--- config.mk ---
export PLATFORM = sky130hd
export DESIGN_NAME = vid_host_port
export DESIGN_NICKNAME = d
export VERILOG_FILES = /design/src/rtl/vhp_pkg.sv /design/src/rtl/vhp_cmd_latch.sv /design/src/rtl/vhp_ctrl_regs.sv /design/src/rtl/vhp_vram_seq.sv /design/src/rtl/vhp_status.sv /design/src/rtl/vid_host_port.sv
export SDC_FILE = /design/constraint.sdc
export NUM_CORES = 1
export LEC_CHECK = 0
export ABC_AREA = 1
export CORE_ASPECT_RATIO = 1.25
export CORE_UTILIZATION = 55
export CTS_BUF_LIST = sky130_fd_sc_hd__clkbuf_4
export DETAILED_ROUTE_END_ITERATION = 16
export DONT_BUFFER_PORTS = 1
export GPL_TIMING_DRIVEN = 1
export PLACE_DENSITY_LB_ADDON = 0.25
export SKIP_CTS_REPAIR_TIMING = 1
export SYNTH_ARGS = -nofsm -noshare
export SYNTH_HDL_FRONTEND = slang
export SYNTH_SLANG_ARGS = --single-unit
--- constraint.sdc ---
create_clock -name clk -period 1.21 [get_ports clk]
set_input_delay 0.242 -clock clk [delete_from_list [all_inputs] [get_ports clk]]
set_output_delay 0.242 -clock clk [all_outputs]
set_load 0.02 [all_outputs]
--- src/rtl/vhp_pkg.sv ---
// Package: shared types for the video processor host port.
// Assumes byte-wide host data; command decoding uses the top two bits of a byte.
package vhp_pkg;
    // Kind of a completed two-byte command, taken from bits 7:6 of the second byte.
    typedef enum logic [1:0] {
        CMD_RD_ADDR = 2'b00,
        CMD_WR_ADDR = 2'b01,
        CMD_REG_LO  = 2'b10,
        CMD_REG_HI  = 2'b11
    } cmd_kind_e;
endpackage

--- src/rtl/vhp_cmd_latch.sv ---
// Module: two-write command latch and decoder.
// Holds the first command byte and a first/second toggle. On the second write
// it decodes either a register load or an address load, for one cycle.
// Assumes a single host access per cycle.
module vhp_cmd_latch import vhp_pkg::*; #(
    parameter int DW  = 8,
    parameter int AW  = 14,
    parameter int RIW = 3
) (
    input  logic           clk,
    input  logic           rst_n,
    input  logic           cmd_wr,
    input  logic [DW-1:0]  wdata,
    input  logic           clr_tog,
    output logic           reg_we,
    output logic [RIW-1:0] reg_idx,
    output logic [DW-1:0]  reg_data,
    output logic           addr_ld,
    output logic           addr_pf,
    output logic [AW-1:0]  addr_val
);
    localparam int HIW = AW - DW;

    logic          tog_q;
    logic [DW-1:0] lo_q;
    logic          second;
    cmd_kind_e     kind;

    assign second = cmd_wr & tog_q;
    assign kind   = cmd_kind_e'(wdata[DW-1:DW-2]);

    // Purpose: track the byte toggle and keep the first byte.
    always_ff @(posedge clk) begin
        if (!rst_n) begin
            tog_q <= 1'b0;
            lo_q  <= '0;
        end else if (clr_tog) begin
            tog_q <= 1'b0;
        end else if (cmd_wr) begin
            if (!tog_q) lo_q <= wdata;
            tog_q <= ~tog_q;
        end
    end

    // Purpose: decode the completed command from the second byte.
    always_comb begin
        reg_we   = 1'b0;
        addr_ld  = 1'b0;
        addr_pf  = 1'b0;
        reg_idx  = wdata[RIW-1:0];
        reg_data = lo_q;
        addr_val = {wdata[HIW-1:0], lo_q};
        if (second) begin
            case (kind)
                CMD_RD_ADDR: begin addr_ld = 1'b1; addr_pf = 1'b1; end
                CMD_WR_ADDR: addr_ld = 1'b1;
                default:     reg_we  = 1'b1;
            endcase
        end
    end

    // a reset request always leaves the toggle at the first byte.
    a_r10_toggle_reset: assert property (@(posedge clk) disable iff (!rst_n)
        clr_tog |=> !tog_q);
    // a register load only follows a stored first byte.
    a_r2_load_on_second: assert property (@(posedge clk) disable iff (!rst_n)
        reg_we |=> !tog_q);
endmodule

--- src/rtl/vhp_ctrl_regs.sv ---
// Module: bank of write-only control registers.
// One register is written per cycle, chosen by index. All are presented
// flattened, register n in slice n. Assumes NREG <= 2**RIW.
module vhp_ctrl_regs #(
    parameter int DW   = 8,
    parameter int NREG = 8,
    parameter int RIW  = 3
) (
    input  logic             clk,
    input  logic             rst_n,
    input  logic             we,
    input  logic [RIW-1:0]   idx,
    input  logic [DW-1:0]    data,
    output logic [NREG*DW-1:0] regs_flat
);
    for (genvar g = 0; g < NREG; g++) begin : g_reg
        logic [DW-1:0] r_q;

        // Purpose: load register g when it is addressed.
        always_ff @(posedge clk) begin
            if (!rst_n)                          r_q <= '0;
            else if (we && idx == RIW'(g))        r_q <= data;
        end

        assign regs_flat[g*DW +: DW] = r_q;

        // an addressed register presents the loaded byte on the next cycle.
        a_r2_reg_load: assert property (@(posedge clk) disable iff (!rst_n)
            (we && idx == RIW'(g)) |=> regs_flat[g*DW +: DW] == $past(data));
    end
endmodule

--- src/rtl/vhp_vram_seq.sv ---
// Module: video memory address counter, access sequencer and read buffer.
// Issues registered single-cycle accesses. Read data is expected one cycle
// after a read enable. Assumes host data accesses are at least five cycles
// apart so that each fetch lands before the next read.
module vhp_vram_seq #(
    parameter int DW = 8,
    parameter int AW = 14
) (
    input  logic          clk,
    input  logic          rst_n,
    input  logic          addr_ld,
    input  logic          addr_pf,
    input  logic [AW-1:0] addr_val,
    input  logic          data_wr,
    input  logic          data_rd,
    input  logic [DW-1:0] wdata,
    output logic [DW-1:0] rbuf,
    output logic          vram_en,
    output logic          vram_we,
    output logic [AW-1:0] vram_addr,
    output logic [DW-1:0] vram_wdata,
    input  logic [DW-1:0] vram_rdata
);
    logic [AW-1:0] cur_q;
    logic          pend_q;
    logic          fetch_q;

    // Purpose: sequence writes, fetches, the address step and the buffer load.
    always_ff @(posedge clk) begin
        if (!rst_n) begin
            cur_q      <= '0;
            pend_q     <= 1'b0;
            fetch_q    <= 1'b0;
            rbuf       <= '0;
            vram_en    <= 1'b0;
            vram_we    <= 1'b0;
            vram_addr  <= '0;
            vram_wdata <= '0;
        end else begin
            vram_en <= 1'b0;
            vram_we <= 1'b0;
            fetch_q <= vram_en & ~vram_we;
            if (fetch_q) rbuf <= vram_rdata;
            if (addr_ld) begin
                cur_q  <= addr_val;
                pend_q <= addr_pf;
            end else if (data_wr) begin
                vram_en    <= 1'b1;
                vram_we    <= 1'b1;
                vram_addr  <= cur_q;
                vram_wdata <= wdata;
                cur_q      <= cur_q + 1'b1;
            end else if (data_rd) begin
                pend_q <= 1'b1;
            end else if (pend_q) begin
                vram_en   <= 1'b1;
                vram_addr <= cur_q;
                cur_q     <= cur_q + 1'b1;
                pend_q    <= 1'b0;
            end
        end
    end

    // every memory write traces back to a host data write.
    a_r4_write_from_host: assert property (@(posedge clk) disable iff (!rst_n)
        (vram_en && vram_we) |-> $past(data_wr));
    // a data write steps the address by one, modulo the address space.
    a_r5_addr_step: assert property (@(posedge clk) disable iff (!rst_n)
        data_wr |=> cur_q == AW'($past(cur_q) + 1'b1));
    // an address load alone starts no memory access next cycle.
    a_r3_no_access_on_load: assert property (@(posedge clk) disable iff (!rst_n)
        addr_ld |=> !vram_en);
    // a memory read is only issued for a pending fetch.
    a_r6_read_from_pending: assert property (@(posedge clk) disable iff (!rst_n)
        (vram_en && !vram_we) |-> $past(pend_q));
endmodule

--- src/rtl/vhp_status.sv ---
// Module: status flags for frame, fifth sprite and collision, plus the sprite index.
// Events set flags; a status read clears them on the next edge, and an event
// in the same cycle wins. Assumes events are single-cycle pulses.
module vhp_status #(
    parameter int DW = 8
) (
    input  logic          clk,
    input  logic          rst_n,
    input  logic          rd_stat,
    input  logic          frame_evt,
    input  logic          fifth_evt,
    input  logic [DW-4:0] fifth_idx,
    input  logic          coll_evt,
    output logic [DW-1:0] stat,
    output logic          frame_flag
);
    logic          fifth_q;
    logic          coll_q;
    logic [DW-4:0] idx_q;

    // Purpose: set flags on events, clear them after a status read.
    always_ff @(posedge clk) begin
        if (!rst_n) begin
            frame_flag <= 1'b0;
            fifth_q    <= 1'b0;
            coll_q     <= 1'b0;
            idx_q      <= '0;
        end else begin
            frame_flag <= frame_evt | (frame_flag & ~rd_stat);
            fifth_q    <= fifth_evt | (fifth_q & ~rd_stat);
            coll_q     <= coll_evt  | (coll_q  & ~rd_stat);
            if (fifth_evt && (!fifth_q || rd_stat)) idx_q <= fifth_idx;
        end
    end

    assign stat = {frame_flag, fifth_q, coll_q, idx_q};

    // a status read without a new frame event clears the frame flag.
    a_r8_clear_on_read: assert property (@(posedge clk) disable iff (!rst_n)
        (rd_stat && !frame_evt) |=> !frame_flag);
    // a same-cycle event is not lost.
    a_r8_event_wins: assert property (@(posedge clk) disable iff (!rst_n)
        frame_evt |=> frame_flag);
    // the index holds while the fifth-sprite flag stays set.
    a_r7_index_held: assert property (@(posedge clk) disable iff (!rst_n)
        (fifth_q && !rd_stat) |=> $stable(idx_q));
endmodule

--- src/rtl/vid_host_port.sv ---
// Module: host port of the video processor (top).
// Splits host strobes into command, status and data accesses and wires the
// command latch, control registers, memory sequencer and status flags.
// Assumes one strobe per cycle and strobes at least five cycles apart.
module vid_host_port #(
    parameter int DW     = 8,
    parameter int AW     = 14,
    parameter int NREG   = 8,
    parameter int IE_BIT = 5
) (
    input  logic               clk,
    input  logic               rst_n,
    input  logic               host_wr,
    input  logic               host_rd,
    input  logic               host_cmd,
    input  logic [DW-1:0]      host_wdata,
    output logic [DW-1:0]      host_rdata,
    output logic [NREG*DW-1:0] ctrl_regs,
    input  logic               frame_evt,
    input  logic               fifth_evt,
    input  logic [DW-4:0]      fifth_idx,
    input  logic               coll_evt,
    output logic               irq,
    output logic               vram_en,
    output logic               vram_we,
    output logic [AW-1:0]      vram_addr,
    output logic [DW-1:0]      vram_wdata,
    input  logic [DW-1:0]      vram_rdata
);
    localparam int RIW = $clog2(NREG);

    logic           cmd_wr, rd_stat, data_wr, data_rd, clr_tog;
    logic           reg_we, addr_ld, addr_pf, frame_flag;
    logic [RIW-1:0] reg_idx;
    logic [DW-1:0]  reg_data, stat, rbuf;
    logic [AW-1:0]  addr_val;

    assign cmd_wr  = host_wr & host_cmd;
    assign rd_stat = host_rd & host_cmd;
    assign data_wr = host_wr & ~host_cmd;
    assign data_rd = host_rd & ~host_cmd;
    assign clr_tog = rd_stat | data_wr | data_rd;

    vhp_cmd_latch #(.DW(DW), .AW(AW), .RIW(RIW)) u_cmd (
        .clk(clk), .rst_n(rst_n), .cmd_wr(cmd_wr), .wdata(host_wdata),
        .clr_tog(clr_tog), .reg_we(reg_we), .reg_idx(reg_idx),
        .reg_data(reg_data), .addr_ld(addr_ld), .addr_pf(addr_pf),
        .addr_val(addr_val));

    vhp_ctrl_regs #(.DW(DW), .NREG(NREG), .RIW(RIW)) u_regs (
        .clk(clk), .rst_n(rst_n), .we(reg_we), .idx(reg_idx),
        .data(reg_data), .regs_flat(ctrl_regs));

    vhp_vram_seq #(.DW(DW), .AW(AW)) u_seq (
        .clk(clk), .rst_n(rst_n), .addr_ld(addr_ld), .addr_pf(addr_pf),
        .addr_val(addr_val), .data_wr(data_wr), .data_rd(data_rd),
        .wdata(host_wdata), .rbuf(rbuf), .vram_en(vram_en),
        .vram_we(vram_we), .vram_addr(vram_addr), .vram_wdata(vram_wdata),
        .vram_rdata(vram_rdata));

    vhp_status #(.DW(DW)) u_stat (
        .clk(clk), .rst_n(rst_n), .rd_stat(rd_stat), .frame_evt(frame_evt),
        .fifth_evt(fifth_evt), .fifth_idx(fifth_idx), .coll_evt(coll_evt),
        .stat(stat), .frame_flag(frame_flag));

    // Purpose: pick status or buffered data for the host read.
    assign host_rdata = host_cmd ? stat : rbuf;
    // Purpose: gate the frame flag with the enable bit of register 1.
    assign irq = frame_flag & ctrl_regs[DW + IE_BIT];

    // with the enable bit clear on the previous cycle, a request stays low.
    a_r9_irq_gated: assert property (@(posedge clk) disable iff (!rst_n)
        !$past(ctrl_regs[DW + IE_BIT]) && !$past(reg_we) |-> !irq);
    // a single strobe per cycle is assumed.
    a_r1_one_strobe: assert property (@(posedge clk) disable iff (!rst_n)
        !(host_wr && host_rd));
endmodule

==> Flow_metrics.wiki <==
{| class="wikitable"
! Metric !! Value
|-
| Critical path buffers and inverters || 1
|-
| Maximum cell stage delay along the critical path || 400 ps
|-
| Part of the cycle the worst path needs || 1.137
|-
| Worst-path cell with the longest stage delay || dfxtp_4
|-
| Die Y-Extent || 110.4 µm
|-
| Storage element area || 2934 µm²
|-
| Highest ir drop seen on vdd || 708.0 µV
|-
| Fin Hold WS || -205.8 ps
|-
| Synth-to-layout area growth || 33.64%
|-
| Global-route congestion overflow total || 0
|-
| Commonest cells after routing, fill and taps aside || 132 x nor2_1, 88 x dfxtp_4, 62 x nand2_1
|-
| Multi-input gate area in the final layout || 2684 µm²
|-
| Transition time of the tightest slew-check pin || 709.2 ps
|-
| Root buffer selected by CTS || clkbuf_4
|-
| Inserted Clock Buffers || 17
|-
| First-pass GRT wire length || 18740 µm
|-
| Share of total power in combinational logic || 0.078
|-
| Total via count in the routed design || 4813
|-
| Antenna violations before repair || 0
|-
| Clock edge transition at the registers on the reported setup and hold paths || 120 ps
|-
| Met2 layer usage reported by global route || 0.4429
|-
| Non-Filler Cell Area, Final || 6904 µm²
|-
| Switching share of power || 0.2690
|-
| Maximum level of the CTS H-tree || 4
|-
| Most common library cell in the layout ignoring fill and taps || nor2_1
|-
| Global-route met1 utilization || 0.2872
|-
| Aggregate global-route resource usage || 0.2564
|-
| Hold/Removal Path Class || in -> reg
|-
| Iteration count of the initial detailed-routing pass || 5
|-
| Starting DRC count in detailed routing || 217
|-
| Final setup TNS || -6460 ps
|-
| WL/cell || 16.58 µm
|-
| Hold violation total from the final report || 114
|-
| Max-cap check violation count || 0
|-
| Critical-path maximum fanout || 10
|-
| Cell mode on critical path || nor2_1
|-
| Status || finished, violations left
|-
| Crit path arrival time || 1820 ps
|-
| Final ANT Viol Nets || 0
|-
| Antenna diodes || 0
|-
| Failing checks || hold timing, setup timing
|-
| Count of clock tree sinks || 129
|-
| Data required, critical path || 1650 ps
|-
| Cell area after synthesis || 5166 µm²
|-
| Instance area after placement || 5445 µm²
|-
| RSZ-0062 raised after global routing || yes
|-
| Layer with the highest usage || met2
|-
| FF+latch count, synth || 129
|-
| Number of remaining DRC errors || 0
|-
| Area of the die || 9787 µm²
|-
| Worst Slack Setup Final || -165.7 ps
|-
| Setup slack at placement || -97.27 ps
|-
| Met3 Usage GRT || 0.08712
|-
| Skew-Pair Late Insertion Delay || 550 ps
|-
| Estimated wirelength of the detail-placed design || 8469 µm
|-
| Drt total wl || 14390 µm
|-
| IO Port Bufs || 0
|-
| Critical path cell sequence || nand4_4, buf_6, nand3_1, nor2_1, nor2_1, a21oi_1
|-
| Via count of the first global-routing pass || 4074
|-
| RePlAce Congestion || 0.8448
|-
| Count of endpoints failing setup in the final report || 87
|-
| Pin count of the biggest net entering global routing || 116
|-
| Fill cell count || 634
|-
| Max-slew violation total from the final report || 0
|-
| Fraction of final layout cells sized beyond drive strength 1 || 0.4094
|-
| NetSw || 2090 µW
|-
| Syn Inst Count || 670
|-
| Reg power frac || 0.564
|-
| Number of different library cells in the post-synthesis netlist || 33
|-
| Leakage power total || 0.002660 µW
|-
| Core box area || 9125 µm²
|-
| Die W || 88.69 µm
|-
| Maximum clock frequency || 0.7269 GHz
|-
| Final-stage net count || 762
|-
| I/O pins || 126
|-
| Mapped Nets || 700
|-
| Post-Syn Area per Cell || 7.711 µm²
|-
| Critical Setup Path Class || reg -> reg
|-
| Areal power density over the cells || 1126 nW/µm²
|-
| Startpoint Class || flop
|-
| Final min period || 1376 ps
|-
| Count of warnings emitted by yosys || 0
|-
| Via/cell ratio || 5.545
|-
| Top delay family on crit path || simple AND/OR/NAND/NOR gates
|-
| Placement Rows || 39
|-
| Deepest clock path buffer count || 2
|-
| Worst relative slew slack || 0.5265
|-
| Portion of the post-synthesis area used by sequential elements || 0.4999
|-
| Initial cell density of the core || 0.5662
|-
| Sort of element at the end of the critical path || flop
|-
| Clk pwr share || 0.358
|-
| TritonCTS clock tree || built
|-
| Setup clock skew after layout || 17.61 ps
|-
| Internal cell power || 5682 µW
|}
[routing by layer]
metal / part of all wire / routed length (µm)
met5: 0 / 0
met2: 0.52 / 7533
met4: 0.022 / 312
met1: 0.37 / 5314
met3: 0.085 / 1230
[final cells by class]
type / instances / share of cell area
clock buffers: 19 / 0.02066
clock inverters: 13 / 0.01740
inverters: 60 / 0.04186
multi-input cells: 461 / 0.3887
flip-flops and latches: 129 / 0.4250
well taps: 123 / 0.02229
repair buffers: 62 / 0.08300
repair inverters: 1 / 0.001087
[synth_stat cells]
master | instances | area, µm²
a31oi_1 | 1 | 6.260
xnor2_1 | 1 | 8.760
a21oi_2 | 3 | 26.28
clkinv_2 | 1 | 5.000
buf_4 | 1 | 7.510
o21ai_2 | 3 | 26.28
a21boi_0 | 1 | 7.510
buf_6 | 5 | 56.30
o21ai_1 | 5 | 25.02
ha_1 | 1 | 12.51
clkinv_4 | 4 | 35.03
a21oi_1 | 47 | 235.2
buf_2 | 3 | 15.01
clkbuf_1 | 14 | 52.55
nand3_1 | 12 | 60.06
nand4_2 | 1 | 12.51
buf_1 | 5 | 18.77
inv_1 | 51 | 191.4
nand2_4 | 6 | 67.56
nor2_8 | 2 | 40.04
inv_4 | 1 | 6.260
clkinv_1 | 1 | 3.750
nand2_1 | 79 | 296.5
nor2_1 | 160 | 600.6
nor2_4 | 1 | 11.26
nand2_2 | 2 | 12.51
nor3_1 | 3 | 15.01
o21ai_0 | 108 | 540.5
o22ai_1 | 5 | 31.28
xor2_1 | 7 | 61.31
inv_2 | 2 | 7.510
nand3_4 | 5 | 87.58
dfxtp_1 | 129 | 2582
[metrics by stage]
stage          std cells  total power, µW    util  hold slack, ps
6_report             868             7773  0.7566          -205.8
5_1_grt              868             8088  0.7566          -253.0
3_3_place_gp         797             5038  0.5967           316.1
4_1_cts              829             7762  0.6255          -272.8
2_1_floorplan        670             4944       -           313.8
3_5_place_dp         797             5049  0.5967           317.5
[logic make-up (layout without fill, tap and decap cells)]
logic type	after synthesis	in the layout	synth area share
xor+xnor	8	8	0.01356
buf+inv	88	155	0.07726
simple gates	271	279	0.2330
flops	129	129	0.4999
fa+ha+maj	1	1	0.002422
compound gates	173	173	0.1739
[worst register-to-register path, stage by stage, from the launching register on]
cell and delay, ps:
dfxtp_4 400, nand4_4 230, buf_6 240, nand3_1 120
nor2_1 50, nor2_1 140, a21oi_1 110
[power groups by stage]
stage	Combinational (µW)	Sequential [µW]	Clock [µW]
2_1_floorplan	380	4560	0
3_3_place_gp	430	4610	0
3_5_place_dp	439	4610	0
4_1_cts	441	4510	2810
5_1_grt	663	4400	3020
6_report	603	4380	2790
[worst paths after layout]
| check | startpoint | endpoint | slack, ps | cells after the start |
|---|---|---|---|---|
| hold / removal | rst_n | u_regs.g_reg[5].r_q[7]$_SDFFE_PN0P_ | -210 | 2 |
| setup reg to reg | u_cmd.tog_q$_SDFFE_PP0N_ | u_seq.cur_q[12]$_SDFFE_PN0P_ | -170 | 6 |
| hold reg to reg | u_seq.vram_we$_SDFF_PP0_ | u_seq.fetch_q$_SDFF_PN0_ | 480 | 1 |
| setup / recovery | u_cmd.tog_q$_SDFFE_PP0N_ | u_seq.cur_q[12]$_SDFFE_PN0P_ | -170 | 6 |
[state kept, by name (all words and copies together), names as in the netlist, 5 cells and up]
signal and cells:
u_regs.g.r_q 64, u_seq.vram_wdata 8, u_cmd.reg_data 8, u_stat.idx_q 5, u_seq.rbuf 8, u_seq.vram_addr 14, u_seq.cur_q 14
Note: power is estimated with default switching activity, not from simulation.
